<file path="src/rtl/preset_timer.sv">
module preset_timer #(
  parameter int ADDR_W    = 4,
  parameter int BYTE_W    = 8,
  parameter int MODE_W    = 3,
  parameter int TIMER_BIT = 2,
  parameter logic [ADDR_W-1:0] A_HI   = 4'd6,
  parameter logic [ADDR_W-1:0] A_LO   = 4'd7,
  parameter logic [ADDR_W-1:0] A_GO   = 4'd14,
  parameter logic [ADDR_W-1:0] A_HALT = 4'd15
) (
  input  logic              clk,
  input  logic              rst_n,
  input  logic [ADDR_W-1:0] addr,
  input  logic              rd,
  input  logic              wr,
  input  logic [BYTE_W-1:0] wdata,
  input  logic              tick,
  input  logic [MODE_W-1:0] mode,
  output logic [BYTE_W-1:0] rdata,
  output logic              ready
);
  localparam int CNT_W = 2 * BYTE_W;
  localparam logic [CNT_W-1:0] ONE = CNT_W'(1);

  logic [CNT_W-1:0]  preset, count;
  logic [BYTE_W-1:0] snap;
  logic              running;

  wire go     = rd && (addr == A_GO);
  wire halt   = rd && (addr == A_HALT);
  wire step   = running && tick;
  wire expire = step && (count == ONE);
  wire timer  = mode[TIMER_BIT];

  always_ff @(posedge clk) begin
    if (!rst_n) begin
      preset <= '0;
    end else if (wr && addr == A_HI) begin
      preset[CNT_W-1:BYTE_W] <= wdata;
    end else if (wr && addr == A_LO) begin
      preset[BYTE_W-1:0] <= wdata;
    end
  end

  always_ff @(posedge clk) begin
    if (!rst_n) begin
      snap <= '0;
    end else if (rd && addr == A_HI) begin
      snap <= count[BYTE_W-1:0];
    end
  end

  always_ff @(posedge clk) begin
    if (!rst_n) begin
      count   <= '0;
      running <= 1'b0;
      ready   <= 1'b0;
    end else if (go) begin
      count   <= preset;
      running <= 1'b1;
      ready   <= 1'b0;
    end else if (halt) begin
      running <= 1'b0;
      ready   <= 1'b0;
    end else if (expire) begin
      ready <= 1'b1;
      if (timer) begin
        count <= preset;
      end else begin
        count   <= '0;
        running <= 1'b0;
      end
    end else if (step) begin
      count <= count - ONE;
    end
  end

  always_comb begin
    rdata = '0;
    if (rd) begin
      if (addr == A_HI)      rdata = count[CNT_W-1:BYTE_W];
      else if (addr == A_LO) rdata = snap;
    end
  end
endmodule

</file>
<file path="config.mk">
export PLATFORM = sky130hd
export DESIGN_NAME = preset_timer
export DESIGN_NICKNAME = d
export VERILOG_FILES = /design/src/rtl/preset_timer.sv
export SDC_FILE = /design/constraint.sdc
export NUM_CORES = 1
export LEC_CHECK = 0
export CAP_MARGIN = 20
export CORE_ASPECT_RATIO = 1.75
export CORE_MARGIN = 2
export CORE_UTILIZATION = 59
export DETAILED_ROUTE_END_ITERATION = 8
export HOLD_SLACK_MARGIN = 0.06
export PLACE_DENSITY = 0.91
export REMOVE_ABC_BUFFERS = 1
export SLEW_MARGIN = 15
export SYNTH_ARGS = -nofsm -noshare
export SYNTH_HDL_FRONTEND = slang
export SYNTH_SLANG_ARGS = --single-unit
</file>
<file path="constraint.sdc">
create_clock -name clk -period 3.45 [get_ports clk]
set_input_delay 0.5175 -clock clk [delete_from_list [all_inputs] [get_ports clk]]
set_output_delay 0.5175 -clock clk [all_outputs]
set_load 0.02 [all_outputs]
</file>
==> results.yml, run 1 <==
clock_network:
  postCtsSetupRepairBufs: 0
  cts_tree: "done"
  ctsHoldBuffers: 0
  htreeDepth: 2
  root_buffer: "clkbuf_8"
  clk_latency_ns: 0.30
  post_cts_resized: 0
  clk_pin_slew_ns: 0.08
  cts_made_buffers: 5
  clockBufferDepth: 2
  cts.sink_count: 42
power_and_ir_drop:
  pwr_density_cell_nw_per_um2: 355.1
  p_switching_mw: 0.2292
  pwr-share-comb: 0.102
  power.share.clock: 0.364
  power_frac_seq: 0.533
  power.total_mw: 0.9318
  p_int_mw: 0.7026
  p_sw_frac: 0.2460
  p_leak_nw: 0.9991
  peakVddDrop_v: 0.0003318
route:
  remaining_drc_errors: 0
  routed_via_density: 6.256
  drt_wl_total_um: 5250
  dr.pass1.iters: 5
  routedWlPerCell_um: 16.99
  drtAntennaViolNets: 0
  drtIter0Drc: 119
  vias: 1933
logic_synthesis:
  seq_area_frac_synth: 0.3709
  synth_edf_count: 0
  postSynthCellCount: 234
  synth_area_leaders: "dfxtp_1, mux2i_1, nor2b_1"
  netlist_area_um2: 2267
  netlist.area_leader.share: 0.3709
  synth_warnings: 0
  ys_types: 58
  syn-mean-instance-area_um2: 9.689
  async_reset_ff_frac: 0
  ys_ff_latch: 42
  yosys.cell_count.top_type: "dfxtp_1"
  yosysTopAreaCell: "dfxtp_1"
  ys_top_cells_by_count: "dfxtp_1, mux2i_1, nor2b_1"
  synthFlopType: "dfxtp_1"
worst_setup_path:
  path_class: "primary input to output port"
  crit_path_start: "addr[3]"
  cp-end-kind: "output port"
  arrival_ns: 2.31
  cp_max_fo: 16
  cp.required_ns: 2.93
  r2r_cells: 7
  r2r_start: "count[1]"
  start_kind: "primary input"
layout:
  drive_gt1_frac: 0.1293
  nets: 284
  area_growth_pct: 15.73
  antenna_cells: 0
grt:
  antenna_found_initial: 0
  grtUsageTotal: 0.2626
  grt_overflow_total: 0
  grt_pass1_vias: 1814
  grt_max_degree: 44
  grt_pass1_wl_um: 8673
timing:
  setup_viol: 0
  max_freq_mhz: 353.2
  finalHoldViolCount: 0
  maxSlewViolCount: 0
  grt_setup_unrepaired: "no"
  slew_headroom: 0.5526
  period_minus_slack_ns: 2.831
  tns_ns: 0
  tightest_slew_ns: 0.6649
  fin_ws_ns: 0.6191
  clock-skew-final_ns: 0.007104
  final.period_utilization: 0.8206
floorplanning:
  core_um2: 3665
  die-area_um2: 4374
  std_cell_rows: 29
  dieWidth_um: 50.86
  initial_core_util: 0.6186
  io_pins: 29
  die_y_um: 86.01
placed_design:
  dpl.hpwl_um: 3797
  place_ws_ns: 0.6159
  io_buffers: 26
  gp_routability_congestion: 0.9595
hold_path:
  hold_depth: 1
  min_from: "preset[3]"
  hold_class: "flip-flop to flip-flop"
status:
  status: "finished, final reports clean"
flow_run:
  cap_violations: 0
[kinds of logic after synthesis]
| group | after synthesis | synth area share |
|---|---|---|
| AO/OA/AOI/OAI | 54 | 0.2020 |
| XOR/XNOR | 1 | 0.003864 |
| adder cells (fa/ha/maj) | 2 | 0.01104 |
| buffers and inverters | 16 | 0.05463 |
| flip-flops | 42 | 0.3709 |
| multiplexers | 24 | 0.1060 |
| AND/OR/NAND/NOR | 95 | 0.2517 |
[area by class of cell]
| cell class | instances | area [µm²] |
|---|---|---|
| Multi-Input combinational cell | 176 | 1303 |
| Fill cell | 288 | 1041 |
| Sequential cell | 42 | 840.8 |
| Timing Repair Buffer | 33 | 312.8 |
| Clock buffer | 7 | 86.33 |
| Tap cell | 46 | 57.56 |
| Inverter | 4 | 15.01 |
| Clock inverter | 1 | 8.758 |
[stage by stage]
stage | area (µm²) | hold WS, ns | cells | utilization
detailed placement | 2529 | 0.4545 | 301 | 0.6900
CTS | 2624 | 0.4734 | 309 | 0.7159
floorplan | 2158 | 0.4347 | 222 | -
global route | 2624 | 0.4861 | 309 | 0.7159
finish | 2624 | 0.4708 | 309 | 0.7159
global placement | 2529 | 0.4551 | 301 | 0.6900
[registers in the layout, summed over array words and instances (netlist names)]
signal,flops
count,16
running,1
preset,16
ready,1
snap,8
[power groups by stage]
stage	clock network (mW)	logic, mW	registers (mW)
after floorplan	0	0.0500	0.506
after global placement	0	0.0928	0.508
after detailed placement	0	0.0942	0.508
after CTS	0.343	0.0946	0.497
after global routing	0.368	0.104	0.498
final	0.340	0.0955	0.497
[final timing paths]
check / slack (ns) / endpoint
min: 0.47 / count[3]
max reg2reg: 1.14 / count[5]
max: 0.62 / rdata[1]
min reg2reg: 0.47 / count[3]
[cells in the final DEF (no fill, tap or decap), drive strengths merged, types with 7 or more instances in the layout]
cell	instances
nand2	15
buf	7
nor2	11
mux2i	24
nand3	13
clkbuf	7
nor2b	24
dfxtp	42
a22o	11
clkdlybuf4s50	26
[routing by layer]
| metal | share of wire | wire (µm) | vias up | global-route usage |
|---|---|---|---|---|
| li1 | - | - | 933 | - |
| met1 | 0.39 | 2065 | 892 | 0.3073 |
| met2 | 0.51 | 2683 | 89 | 0.4486 |
| met3 | 0.059 | 309 | 19 | 0.04704 |
| met4 | 0.037 | 192 | 0 | 0.1351 |
| met5 | 0 | 0 | - | 0 |
[critical path, cell delays in order]
cell	delay, ns
clkdlybuf4s50_1	0.46
nand2b_1	0.20
nor3_2	0.11
buf_4	0.26
a22o_1	0.17
clkdlybuf4s50_1	0.60
Power figures use the tool's default switching activity.
==> run 2: changes to the inputs <==
--- a/config.mk
+++ b/config.mk
@@ -8,10 +8,10 @@
 export CAP_MARGIN = 20
 export CORE_ASPECT_RATIO = 1.75
 export CORE_MARGIN = 2
-export CORE_UTILIZATION = 59
+export CORE_UTILIZATION = 50
 export DETAILED_ROUTE_END_ITERATION = 8
 export HOLD_SLACK_MARGIN = 0.06
-export PLACE_DENSITY = 0.91
+export PLACE_DENSITY = 0.83
 export REMOVE_ABC_BUFFERS = 1
 export SLEW_MARGIN = 15
 export SYNTH_ARGS = -nofsm -noshare
==> constraint.sdc (replaced) <==
create_clock -name clk -period 2.33 [get_ports clk]
set_input_delay 0.3495 -clock clk [delete_from_list [all_inputs] [get_ports clk]]
set_output_delay 0.3495 -clock clk [all_outputs]
set_load 0.02 [all_outputs]
==> results.yml, run 2 (synthesis gave the netlist of run 1 again) <==
timing:
  grt_setup_unrepaired: "no"
  slew_headroom: 0.6221
  finalHoldViolCount: 0
  max_freq_mhz: 471.2
  maxSlewViolCount: 0
  final.period_utilization: 0.9108
  clock-skew-final_ns: 0.01293
  period_minus_slack_ns: 2.122
  setup_viol: 0
  tightest_slew_ns: 0.5634
  hold_slack_ns: 0.4820
clock_network:
  clockBufferDepth: 2
  clk_pin_slew_ns: 0.08
  cts.sink_count: 42
  ctsHoldBuffers: 0
  cts_tree: "done"
  cts_made_buffers: 5
  root_buffer: "clkbuf_8"
  clk_latency_ns: 0.30
  htreeDepth: 2
grt:
  grtUsageTotal: 0.2556
  grt_overflow_total: 0
  grt_max_degree: 44
  antenna_found_initial: 0
  grt_pass1_vias: 1996
  grt_pass1_wl_um: 9611
worst_setup_path:
  r2r_cells: 7
  path_class: "primary input to output port"
  path_cells: "clkdlybuf4s50_1 -> nand2b_1 -> nor3_2 -> buf_6 -> a22o_1 -> dlygate4sd2_1"
  path_depth: 6
  start_kind: "primary input"
  slowest_stage: "clkdlybuf4s50_1"
  cp_top_family: "buffers and inverters"
  cp_max_fo: 14
  worst-path-buf-inv: 3
  slowest_delay_ns: 0.43
  cp-end-kind: "output port"
  cp.required_ns: 1.98
  arrival_ns: 1.77
floorplanning:
  initial_core_util: 0.5148
  std_cell_rows: 32
  die_y_um: 93.08
  core_um2: 4404
  dieWidth_um: 54.90
  die-area_um2: 5110
  io_pins: 29
route:
  vias: 2020
  dr.pass1.iters: 4
  drtIter0Drc: 74
  wl_met1_um: 2290
  routedWlPerCell_um: 17.42
  drt_wl_total_um: 5852
  wl_met3_um: 262
  drtAntennaViolNets: 0
  remaining_drc_errors: 0
  dr_wl_met2_um: 3107
  top_layer_used: "met4"
  routed_via_density: 6.012
power_and_ir_drop:
  power.share.clock: 0.360
  peakVddDrop_v: 0.0004588
  p_sw_frac: 0.2476
  p_leak_nw: 1.151
  pwr_density_cell_nw_per_um2: 501.3
  power_frac_seq: 0.523
  p_switching_mw: 0.3478
  p_int_mw: 1.057
  power.total_mw: 1.404
  pwr-share-comb: 0.118
status:
  status: "finished, final reports clean"
placed_design:
  place_area_um2: 2713
  gp_routability_congestion: 0.9339
  io_buffers: 26
  dpl.hpwl_um: 4382
layout:
  finish.instance_area_um2: 2801
  final_cell_mix: "dfxtp_1, buf_4, mux2i_1, nor2b_1, clkdlybuf4s50_1"
  antenna_cells: 0
  area_growth_pct: 23.57
  reg_top3: "count (16), preset (16), snap (8)"
  drive_gt1_frac: 0.1965
  nets: 306
  final_common_cell: "dfxtp_1"
flow_run:
  cap_violations: 0
hold_path:
  hold_depth: 1
  hold_class: "flip-flop to flip-flop"
run 2: changes by cell type in the layout (fill, tap and decap cells not counted), sizes merged:
cell           previous run  this run
clkdlybuf4s50            26        18
buf                       7        29
dlygate4sd2               0         8
run 2: layout make-up:
class | instances | area, µm²
multi-input combinational | 176 | 1303
clock buffer | 7 | 86.33
inverter | 4 | 15.01
tap | 51 | 63.81
timing repair buffer | 55 | 484.2
clock inverter | 1 | 8.758
sequential | 42 | 840.8
fill | 402 | 1603
run 2: path summary, 6_finish.rpt:
check | startpoint | end | slack (ns)
worst max-delay path | addr[3] | rdata[5] | 0.21
worst min-delay path | preset[3] | count[3] | 0.48
worst max register to register | count[1] | count[7] | 0.29
worst min register to register | preset[3] | count[3] | 0.48
run 2: stage by stage:
step	setup slack (ns)	util	TNS, ns	std cells
6_report	0.2078	0.6361	0	336
5_1_grt	0.1071	0.6361	0	336
4_1_cts	0.1907	0.6361	0	336
3_5_place_dp	-0.1047	0.6159	-0.6735	328
3_3_place_gp	-0.08990	0.6159	-0.5614	328
2_1_floorplan	0.3040	-	0	222
run 2: power by group through the flow:
| stage | logic [mW] | clock network, mW | registers (mW) |
|---|---|---|---|
| floorplan | 0.0741 | 0 | 0.749 |
| global placement | 0.161 | 0 | 0.751 |
| detailed placement | 0.163 | 0 | 0.751 |
| CTS | 0.164 | 0.510 | 0.734 |
| global route | 0.181 | 0.537 | 0.735 |
| finish | 0.165 | 0.505 | 0.734 |
run 2: timing repair:
action | 4_1_cts | 5_1_grt
endpoints found under the setup margin | 8 | 0
buffers inserted | 0 | 0
resized for setup | 9 | 0
run 2: layer usage:
layer | up-vias | GRT usage
met5 | - | 0
met4 | 0 | 0.1220
met3 | 19 | 0.04633
met2 | 55 | 0.4226
met1 | 966 | 0.3047
li1 | 980 | -
==> run 3: changes to the inputs <==
--- a/config.mk
+++ b/config.mk
@@ -12,7 +12,6 @@
 export DETAILED_ROUTE_END_ITERATION = 8
 export HOLD_SLACK_MARGIN = 0.06
 export PLACE_DENSITY = 0.83
-export REMOVE_ABC_BUFFERS = 1
 export SLEW_MARGIN = 15
 export SYNTH_ARGS = -nofsm -noshare
 export SYNTH_HDL_FRONTEND = slang
==> results.yml, run 3 (synthesis gave the netlist of run 1 again) <==
timing:
  maxSlewViolCount: 0
  finalHoldViolCount: 0
  tightest_slew_ns: 0.6023
  fin_ws_ns: 0.1343
  setup_viol: 0
  slew_headroom: 0.5947
  grt_setup_unrepaired: "no"
  final.period_utilization: 0.9423
  max_freq_mhz: 455.4
  period_minus_slack_ns: 2.196
  clock-skew-final_ns: 0.01174
floorplanning:
  die-area_um2: 5110
  core_um2: 4404
  dieWidth_um: 54.90
  io_pins: 29
  die_y_um: 93.08
  initial_core_util: 0.5148
  std_cell_rows: 32
worst_setup_path:
  cp_top_family: "buffers and inverters"
  r2r_cells: 7
  cp-end-kind: "output port"
  path_cells: "clkdlybuf4s50_1 -> nand2b_1 -> nor3_2 -> buf_4 -> a22o_1 -> dlygate4sd2_1"
  ff2ff_setup_slack_ns: 0.25
  slowest_delay_ns: 0.46
  cp.required_ns: 1.98
  path_class: "primary input to output port"
  worst-path-buf-inv: 3
  cp_max_fo: 13
  arrival_ns: 1.85
  r2r_start: "count[1]"
  r2r_end: "count[5]"
  start_kind: "primary input"
  slowest_stage: "clkdlybuf4s50_1"
grt:
  antenna_found_initial: 0
  grt_overflow_total: 0
  grt_pass1_vias: 2020
  grtUsageTotal: 0.2609
  grt_pass1_wl_um: 9722
  grt_max_degree: 23
layout:
  reg_top3: "count (16), preset (16), snap (8)"
  ff_latch_area_um2: 840.8
  finish.instance_area_um2: 2785
  nets: 307
  fillers: 411
  antenna_cells: 0
  final_core_util: 0.6324
  final_common_cell: "dfxtp_1"
  drive_gt1_frac: 0.2028
  area_growth_pct: 22.85
  multi_input_area_um2: 1303
  final_cell_mix: "dfxtp_1, buf_4, mux2i_1, nor2b_1, clkdlybuf4s50_1"
hold_path:
  hold_depth: 1
  hold_class: "flip-flop to flip-flop"
  holdPathEnd: "count[9]"
  min_from: "preset[9]"
placed_design:
  place_ws_ns: -0.1389
  io_buffers: 26
  gp_routability_congestion: 0.9746
  place_area_um2: 2708
  dpl.hpwl_um: 4596
clock_network:
  root_buffer: "clkbuf_8"
  clk_latency_ns: 0.30
  cts_made_buffers: 5
  cts.sink_count: 42
  ctsHoldBuffers: 0
  clockBufferDepth: 2
  htreeDepth: 2
  cts_tree: "done"
  clk_pin_slew_ns: 0.08
route:
  drtIter0Drc: 50
  routedWlPerCell_um: 17.75
  dr.pass1.iters: 4
  vias: 2074
  remaining_drc_errors: 0
  drt_wl_total_um: 5983
  routed_via_density: 6.154
  drtAntennaViolNets: 0
status:
  status: "finished, final reports clean"
logic_synthesis:
  synth_nets: 256
power_and_ir_drop:
  peakVddDrop_v: 0.0004023
  p_leak_nw: 1.152
  pwr_density_cell_nw_per_um2: 490.6
flow_run:
  cap_violations: 0
==> run 3: cell types whose count changed in the layout (fill, tap and decap cells not counted) <==
cell,previous run,this run
clkinv_2,0,2
clkbuf_1,1,0
clkbuf_8,6,5
buf_4,27,30
buf_6,1,0
buf_12,1,0
==> run 3: power breakdown <==
group	switching, mW	leakage, nW	internal (mW)
sequential	0.00882	0.339	0.725
clock	0.257	0.0483	0.211
combinational	0.0794	0.764	0.0845
total	0.346	1.15	1.02
==> run 3: how the worst max path moves through the flow <==
stage / cells after the start / end / start
2_1_floorplan: 9 / count[11] / count[1]
3_3_place_gp: 6 / rdata[6] / addr[3]
3_5_place_dp: 6 / rdata[4] / addr[3]
4_1_cts: 6 / rdata[4] / addr[3]
5_1_grt: 6 / rdata[4] / addr[3]
6_report: 6 / rdata[4] / addr[3]
==> run 3: layout make-up <==
cell class                 instances  share of cell area
multi-input combinational        176              0.4677
sequential                        42              0.3019
timing repair buffer              56              0.1707
clock buffer                       5             0.02471
tap                               51             0.02291
clock inverter                     3            0.006739
inverter                           4            0.005391
==> run 3: what timing repair did <==
action | 4_1_cts | 5_1_grt
setup endpoints to repair | 8 | 0
gates resized for setup | 8 | 0
setup buffers | 0 | 0
==> run 3: routing by layer <==
metal / vias up / GRT usage / wire, µm
met5: - / 0 / 0
met4: 0 / 0.1585 / 317
met3: 29 / 0.03834 / 261
met2: 78 / 0.4335 / 3119
met1: 981 / 0.2973 / 2284
li1: 986 / - / -
==> run 3: stage by stage <==
| step | power, mW | instances | hold slack, ns | setup TNS, ns |
|---|---|---|---|---|
| 2_1_floorplan | 0.8378 | 234 | 0.4347 | 0 |
| 3_3_place_gp | 0.9098 | 329 | 0.4473 | -0.3955 |
| 3_5_place_dp | 0.9120 | 329 | 0.4614 | -0.8386 |
| 4_1_cts | 1.376 | 337 | 0.4821 | 0 |
| 5_1_grt | 1.423 | 337 | 0.4987 | 0 |
| 6_report | 1.366 | 337 | 0.4817 | 0 |
